## src/rtl/bis_pkg.sv

```systemverilog
package bis_pkg;

   typedef enum logic {
      WRAP_NATURAL,
      WRAP_COMPARE
   } wrap_kind_e;

   function automatic wrap_kind_e pick_wrap(input int unsigned count);
      if ((count & (count - 1)) == 0) return WRAP_NATURAL;
      return WRAP_COMPARE;
   endfunction

endpackage

```

## src/rtl/bis_slot_ring.sv

```systemverilog
module bis_slot_ring #(
   parameter int unsigned NUM_THREADS = 10,
   parameter int unsigned SLOT_W      = $clog2(NUM_THREADS)
) (
   input  logic              clk,
   input  logic              rst_n,
   output logic [SLOT_W-1:0] slot
);
   import bis_pkg::*;

   localparam wrap_kind_e WRAP = pick_wrap(NUM_THREADS);
   localparam logic [SLOT_W-1:0] LAST = SLOT_W'(NUM_THREADS - 1);

   logic [SLOT_W-1:0] slot_nxt;

   generate
      if (WRAP == WRAP_NATURAL) begin : g_natural
         always_comb slot_nxt = slot + SLOT_W'(1);
      end else begin : g_compare
         always_comb slot_nxt = (slot == LAST) ? '0 : slot + SLOT_W'(1);
      end
   endgenerate

   always_ff @(posedge clk or negedge rst_n) begin
      if (!rst_n) slot <= '0;
      else        slot <= slot_nxt;
   end
endmodule

```

## src/rtl/bis_pc_bank.sv

```systemverilog
module bis_pc_bank #(
   parameter int unsigned NUM_THREADS  = 10,
   parameter int unsigned PC_W         = 8,
   parameter int unsigned START_STRIDE = 25,
   parameter int unsigned SLOT_W       = $clog2(NUM_THREADS)
) (
   input  logic              clk,
   input  logic              rst_n,
   input  logic [SLOT_W-1:0] slot,
   output logic [PC_W-1:0]   fetch_pc
);
   logic [PC_W-1:0] pc_q [NUM_THREADS];

   generate
      for (genvar k = 0; k < NUM_THREADS; k++) begin : g_thread
         localparam logic [PC_W-1:0] START = PC_W'(k * START_STRIDE);
         logic own_slot;
         assign own_slot = (slot == SLOT_W'(k));

         always_ff @(posedge clk or negedge rst_n) begin
            if (!rst_n)        pc_q[k] <= START;
            else if (own_slot) pc_q[k] <= pc_q[k] + PC_W'(1);
         end
      end
   endgenerate

   always_comb begin
      fetch_pc = '0;
      for (int k = 0; k < NUM_THREADS; k++)
         if (slot == SLOT_W'(k)) fetch_pc = pc_q[k];
   end
endmodule

```

## src/rtl/bis_word_decode.sv

```systemverilog
module bis_word_decode #(
   parameter int unsigned OP_W   = 6,
   parameter int unsigned ADDR_W = 8,
   parameter int unsigned WORD_W = OP_W + 3 * ADDR_W
) (
   input  logic [WORD_W-1:0] word,
   output logic [OP_W-1:0]   op,
   output logic [ADDR_W-1:0] rd_a,
   output logic [ADDR_W-1:0] rd_b,
   output logic [ADDR_W-1:0] wr
);
   logic is_nop;

   always_comb begin
      op     = word[WORD_W-1 -: OP_W];
      is_nop = (op == '0);
      rd_a   = is_nop ? '0 : word[3*ADDR_W-1 -: ADDR_W];
      rd_b   = is_nop ? '0 : word[2*ADDR_W-1 -: ADDR_W];
      wr     = is_nop ? '0 : word[ADDR_W-1:0];
   end
endmodule

```

## src/rtl/barrel_issue_seq.sv

```systemverilog
module barrel_issue_seq #(
   parameter int unsigned NUM_THREADS  = 10,
   parameter int unsigned PC_W         = 8,
   parameter int unsigned OP_W         = 6,
   parameter int unsigned ADDR_W       = 8,
   parameter int unsigned START_STRIDE = 25,
   parameter int unsigned WORD_W       = OP_W + 3 * ADDR_W,
   parameter int unsigned TID_W        = $clog2(NUM_THREADS + 1)
) (
   input  logic              clk,
   input  logic              rst_n,
   output logic [PC_W-1:0]   rom_addr,
   input  logic [WORD_W-1:0] rom_word,
   output logic              iss_valid,
   output logic [OP_W-1:0]   iss_op,
   output logic [ADDR_W-1:0] iss_rd_a,
   output logic [ADDR_W-1:0] iss_rd_b,
   output logic [ADDR_W-1:0] iss_wr,
   output logic [TID_W-1:0]  iss_tid
);
   localparam int unsigned SLOT_W = $clog2(NUM_THREADS);

   generate
      if (NUM_THREADS < 2) begin : g_chk_threads
         $error("barrel_issue_seq: NUM_THREADS must be at least 2");
      end
      if ((NUM_THREADS - 1) * START_STRIDE >= (1 << PC_W)) begin : g_chk_stride
         $error("barrel_issue_seq: start addresses exceed PC range");
      end
      if (WORD_W != OP_W + 3 * ADDR_W) begin : g_chk_word
         $error("barrel_issue_seq: WORD_W must equal OP_W + 3*ADDR_W");
      end
   endgenerate

   logic [SLOT_W-1:0] slot;
   logic [OP_W-1:0]   dec_op;
   logic [ADDR_W-1:0] dec_rd_a, dec_rd_b, dec_wr;

   bis_slot_ring #(
      .NUM_THREADS(NUM_THREADS),
      .SLOT_W     (SLOT_W)
   ) u_ring (
      .clk  (clk),
      .rst_n(rst_n),
      .slot (slot)
   );

   bis_pc_bank #(
      .NUM_THREADS (NUM_THREADS),
      .PC_W        (PC_W),
      .START_STRIDE(START_STRIDE),
      .SLOT_W      (SLOT_W)
   ) u_pcs (
      .clk     (clk),
      .rst_n   (rst_n),
      .slot    (slot),
      .fetch_pc(rom_addr)
   );

   bis_word_decode #(
      .OP_W  (OP_W),
      .ADDR_W(ADDR_W),
      .WORD_W(WORD_W)
   ) u_dec (
      .word(rom_word),
      .op  (dec_op),
      .rd_a(dec_rd_a),
      .rd_b(dec_rd_b),
      .wr  (dec_wr)
   );

   always_ff @(posedge clk or negedge rst_n) begin
      if (!rst_n) begin
         iss_valid <= 1'b0;
         iss_op    <= '0;
         iss_rd_a  <= '0;
         iss_rd_b  <= '0;
         iss_wr    <= '0;
         iss_tid   <= '0;
      end else begin
         iss_valid <= 1'b1;
         iss_op    <= dec_op;
         iss_rd_a  <= dec_rd_a;
         iss_rd_b  <= dec_rd_b;
         iss_wr    <= dec_wr;
         iss_tid   <= TID_W'(slot) + TID_W'(1);
      end
   end
endmodule

```

## config.mk

```make
export PLATFORM = sky130hd
export DESIGN_NAME = barrel_issue_seq
export DESIGN_NICKNAME = d
export VERILOG_FILES = /design/src/rtl/bis_pkg.sv /design/src/rtl/bis_slot_ring.sv /design/src/rtl/bis_pc_bank.sv /design/src/rtl/bis_word_decode.sv /design/src/rtl/barrel_issue_seq.sv
export SDC_FILE = /design/constraint.sdc
export NUM_CORES = 1
export LEC_CHECK = 0
export BUFFER_PORTS_ARGS = -buffer_cell sky130_fd_sc_hd__buf_2
export CORE_MARGIN = 4
export CORE_UTILIZATION = 36
export CTS_BUF_LIST = sky130_fd_sc_hd__clkbuf_2
export DETAILED_ROUTE_END_ITERATION = 16
export PLACE_DENSITY_LB_ADDON = 0.12
export SYNTH_ARGS = -nofsm -noshare
export SYNTH_HDL_FRONTEND = slang
export SYNTH_SLANG_ARGS = --single-unit
```

## constraint.sdc

```tcl
create_clock -name clk -period 1.9 [get_ports clk]
set_input_delay 0.095 -clock clk [delete_from_list [all_inputs] [get_ports clk]]
set_output_delay 0.095 -clock clk [all_outputs]
set_load 0.1 [all_outputs]
```

==> key figures <==
Outcome
  – Outcome: complete, but fails checks
  – Failing checks: negative setup slack

Clock tree
  – H-tree depth: 4
  – TritonCTS clock tree: built
  – Root buffer cell: clkbuf_2
  – Clk sinks: roughly 120
  – Clk pin slew, worst setup/hold paths: 0.20 ns
  – Clk_lat worst skew: 0.70 ns
  – Maximum root-to-sink buffer count: 2
  – CTS buffer count: 17

Setup path
  – Worst-path fanout max: 8
  – CP max stage delay: 0.50 ns
  – Slowest-stage cell, CP: dfrtp_2
  – Critical path class: reg -> out
  – Critical path launch point type: register
  – CP cell instances: buf_6, ha_4, buf_6, a221o_1, a211oi_2, a221oi_4, buf_12
  – Top cell by count, worst path: buf_6
  – Crit. End Element: primary output
  – CP top delay family: compound AO/OA/AOI/OAI gates
  – Critical Path AT: between 2 and 3 ns
  – Critical Path RT: roughly 1.8 ns
  – Crit path buffers/inverters: 3

STA
  – Final setup violation count: 8
  – Final worst slack: -0.843 ns
  – Final hold viol count: 0
  – FMAX: about 360 MHz
  – Period utilization: 144%
  – RSZ-0062 raised after global routing: yes
  – Worst Max-Slew Pin Slew: approximately 0.57 ns
  – Max-Slew Margin vs Limit: between 60% and 70%
  – Count of pins over their slew limit: 0
  – Period minus WS final: between 2 and 3 ns
  – Layout Skew: 0.0344 ns

Finish
  – Area grow syn2layout: 42.8%
  – Sequential Area: 0.00303 mm^2
  – Post-layout net count: between 700 and 800
  – Final instance area: 0.00804 mm^2
  – Multi-input gate area: between 0.002 and 0.003 mm^2
  – # fillers: approximately 1300
  – Antenna Diode Count: 0
  – Final core utilization: between 50% and 60%
  – Fraction of layout cells with a size suffix above 1: a little over two fifths

Hold path
  – Worst hold path class: in -> reg

Place
  – Placement-stage cell area: 0.00697 mm^2
  – # port buffers: 74
  – HPWL Detailed: ~10000 um
  – GPL Wtd Cong: about 0.89

Synth
  – Largest area contributor in the netlist: dfrtp_1
  – Mapped Cells: around 490
  – Post-synthesis cell type count: 57
  – FF+latch count, synth: 119
  – Area contributors post-synth: dfrtp_1 37%, dfstp_2 17%, xnor2_1 8.6%
  – Post-synth ARST share: between 90% and 100%
  – Main flop type after synthesis: dfrtp_1
  – Mapped Area: approximately 0.0056 mm^2
  – Syn nets: approximately 540
  – Sequential fraction of the synthesis area: between 50% and 60%
  – EDFF count, synth: 0
  – Top cell type's share of synthesized area: a little under two fifths
  – YS warnings: 0
  – Mean Syn Cell Area: 11.4 um^2

Power and ir drop
  – Peak supply drop: a little under 0.5 mV
  – P_leak: roughly 3.4 nW
  – Logic pwr share: under 10%
  – Clock share of power: a little under 40%
  – Net Sw Power: between 1 and 1.5 mW
  – Net Sw Frac: between 20% and 30%
  – Sequential share of power: 50.9%
  – Internal power: between 3 and 4 mW
  – Power density cells: ~630 mW/mm^2

Global route
  – Initial antenna violation count: 0
  – Total GRT Usage: between 15 and 20%
  – First-pass GRT wire length: approximately 25000 um
  – Vias in the first global route: between 4000 and 5000
  – Largest net degree at the start of global routing: 37
  – Grt total ovfl: 0

Die
  – Core box area: approximately 0.015 mm^2
  – DIE AREA: about 0.018 mm^2
  – Row count: 45
  – Initial core utilization: ~37%
  – Chip width: 133 um
  – Die height: around 130 um
  – Top-Level Pins: 75

Drt
  – Wire length per cell: about 16 um
  – Initial DRC Count: approximately 160
  – DRT Wirelength: roughly 15000 um
  – Final ANT Viol Nets: 0
  – Vias/cell: a little under 5
  – Drt pass-1 iters: 4
  – DRC errors left: 0
  – Via count: ~4400

Flow run
  – Max_cap viols: 0
cell usage in the layout, fill, tap and decap left out, types with 4 or more instances in the layout:
| cell type | instances |
|---|---|
| a21oi_1 | 11 |
| a221o_1 | 6 |
| and2_1 | 26 |
| and3_1 | 7 |
| buf_12 | 12 |
| buf_2 | 65 |
| buf_4 | 55 |
| buf_6 | 17 |
| bufinv_16 | 5 |
| clkbuf_2 | 19 |
| dfrtp_1 | 81 |
| dfstp_2 | 36 |
| dlygate4sd3_1 | 38 |
| ha_1 | 10 |
| ha_4 | 4 |
| inv_1 | 6 |
| mux2_2 | 8 |
| nand2_1 | 33 |
| nand2b_1 | 6 |
| nand3_1 | 20 |
| nand4_1 | 17 |
| nor2_1 | 25 |
| nor2b_1 | 4 |
| o22ai_1 | 5 |
| xnor2_1 | 54 |
| xor2_1 | 17 |
per-stage QoR:
stage	power [mW]	setup WS [ns]	cells	setup TNS, ns	hold WS (ns)
CTS	5.14	-0.929	902	-7.26	0.0338
global route	5.30	-1.00	904	-7.83	0.0223
finish	5.08	-0.843	904	-6.46	0.117
floorplan	2.91	-0.469	493	-2.69	-0.201
global placement	3.05	-0.210	826	-1.53	0.101
detailed placement	3.05	-0.249	826	-1.95	0.112
layer usage:
metal	global-route usage, %	part of all wire (%)	vias to the layer above
met3	4.98	3.9	18
met1	23.3	46	2159
met4	4.04	1.6	0
li1	-	-	2106
met5	0	0	-
met2	28.2	48	98
cell usage after synthesis (2+ instances only):
cell,number
xor2_1,17
o31ai_1,3
nor3_2,2
and4_1,2
nand3b_4,2
dfstp_2,36
a21oi_1,15
a2111oi_0,2
nor2_1,30
clkbuf_1,4
inv_1,9
and3b_1,2
nor2b_1,5
or3_1,2
o22ai_1,6
buf_4,3
ha_1,14
nand3b_1,3
o21ai_0,7
buf_6,4
a32o_1,3
nand4_1,17
nand3_1,23
and2_1,26
a221oi_1,3
nor3b_1,4
a32oi_1,2
and3_1,9
xnor2_1,55
dfrtp_1,83
a31oi_1,3
o21a_1,3
nor3_1,2
a22oi_1,5
a221o_1,6
buf_2,10
mux2_2,8
nand2b_1,7
nor3b_4,2
nand2_1,33
a211oi_1,5
layout make-up:
class / instances / share of cell area, %
flip-flops and latches: 119 / 37.7
multi-input cells: 344 / 35.2
repair buffers: 189 / 19.7
well taps: 211 / 3.29
clock inverters: 13 / 2.54
clock buffers: 19 / 1.18
inverters: 9 / 0.514
tightest hold or removal path: stages:
cell           delay [ns]
dlygate4sd3_1        0.51
buf_2                0.09
and2_1               0.10
what timing repair did:
action | 4_1_cts | 5_1_grt
pin swaps | 12 | 29
endpoints found under the hold margin | 149 | 0
buffers inserted | 7 | 6
gates cloned | 0 | 0
resized for setup | 30 | 42
hold buffers | 39 | 0
endpoints found under the setup margin | 18 | 27
worst paths after layout:
path	from	endpoint	slack [ns]	depth (start not counted)
worst max-delay path	u_ring.slot[0]$_DFF_PN0_	rom_addr[6]	-0.84	7
worst min-delay path	rom_word[17]	iss_rd_a[1]$_DFF_PN0_	0.12	3
worst max register to register	u_ring.slot[0]$_DFF_PN0_	u_pcs.pc_q[63]$_DFFE_PN0P_	0.02	8
worst min register to register	u_pcs.pc_q[79]$_DFFE_PN0N_	u_pcs.pc_q[79]$_DFFE_PN0N_	0.49	1
max in group asynchronous	rst_n	u_pcs.pc_q[25]$_DFFE_PN1P_	1.00	4
min in group asynchronous	rst_n	u_pcs.pc_q[74]$_DFFE_PN0N_	0.58	4
state kept, by name (all words and copies together) (netlist names):
signal / flops
u_pcs.pc_q: 80
iss_rd_a: 8
iss_rd_b: 8
iss_wr: 8
iss_op: 6
iss_tid: 4
u_ring.slot: 4
iss_valid: 1
power groups by stage:
stage	Combinational (mW)	Clock (mW)	Sequential (mW)
after floorplan	0.0195	0	2.89
after detailed placement	0.429	0	2.62
after CTS	0.495	2.06	2.58
after global routing	0.522	2.19	2.59
after global placement	0.425	0	2.62
final	0.493	2.00	2.58
logic make-up (layout without fill, tap and decap cells):
logic type | count (synthesis) | count (layout) | synth area share (%)
AO/OA/AOI/OAI | 69 | 69 | 8.69
adder cells (fa/ha/maj) | 14 | 14 | 3.11
XOR/XNOR | 72 | 72 | 11.2
multiplexers | 8 | 8 | 1.60
AND/OR/NAND/NOR | 180 | 180 | 18.7
buffers and inverters | 30 | 230 | 2.96
other | 1 | 1 | 0.0666
flip-flops | 119 | 119 | 53.7
No activity file was read; power rests on OpenSTA's default activity.
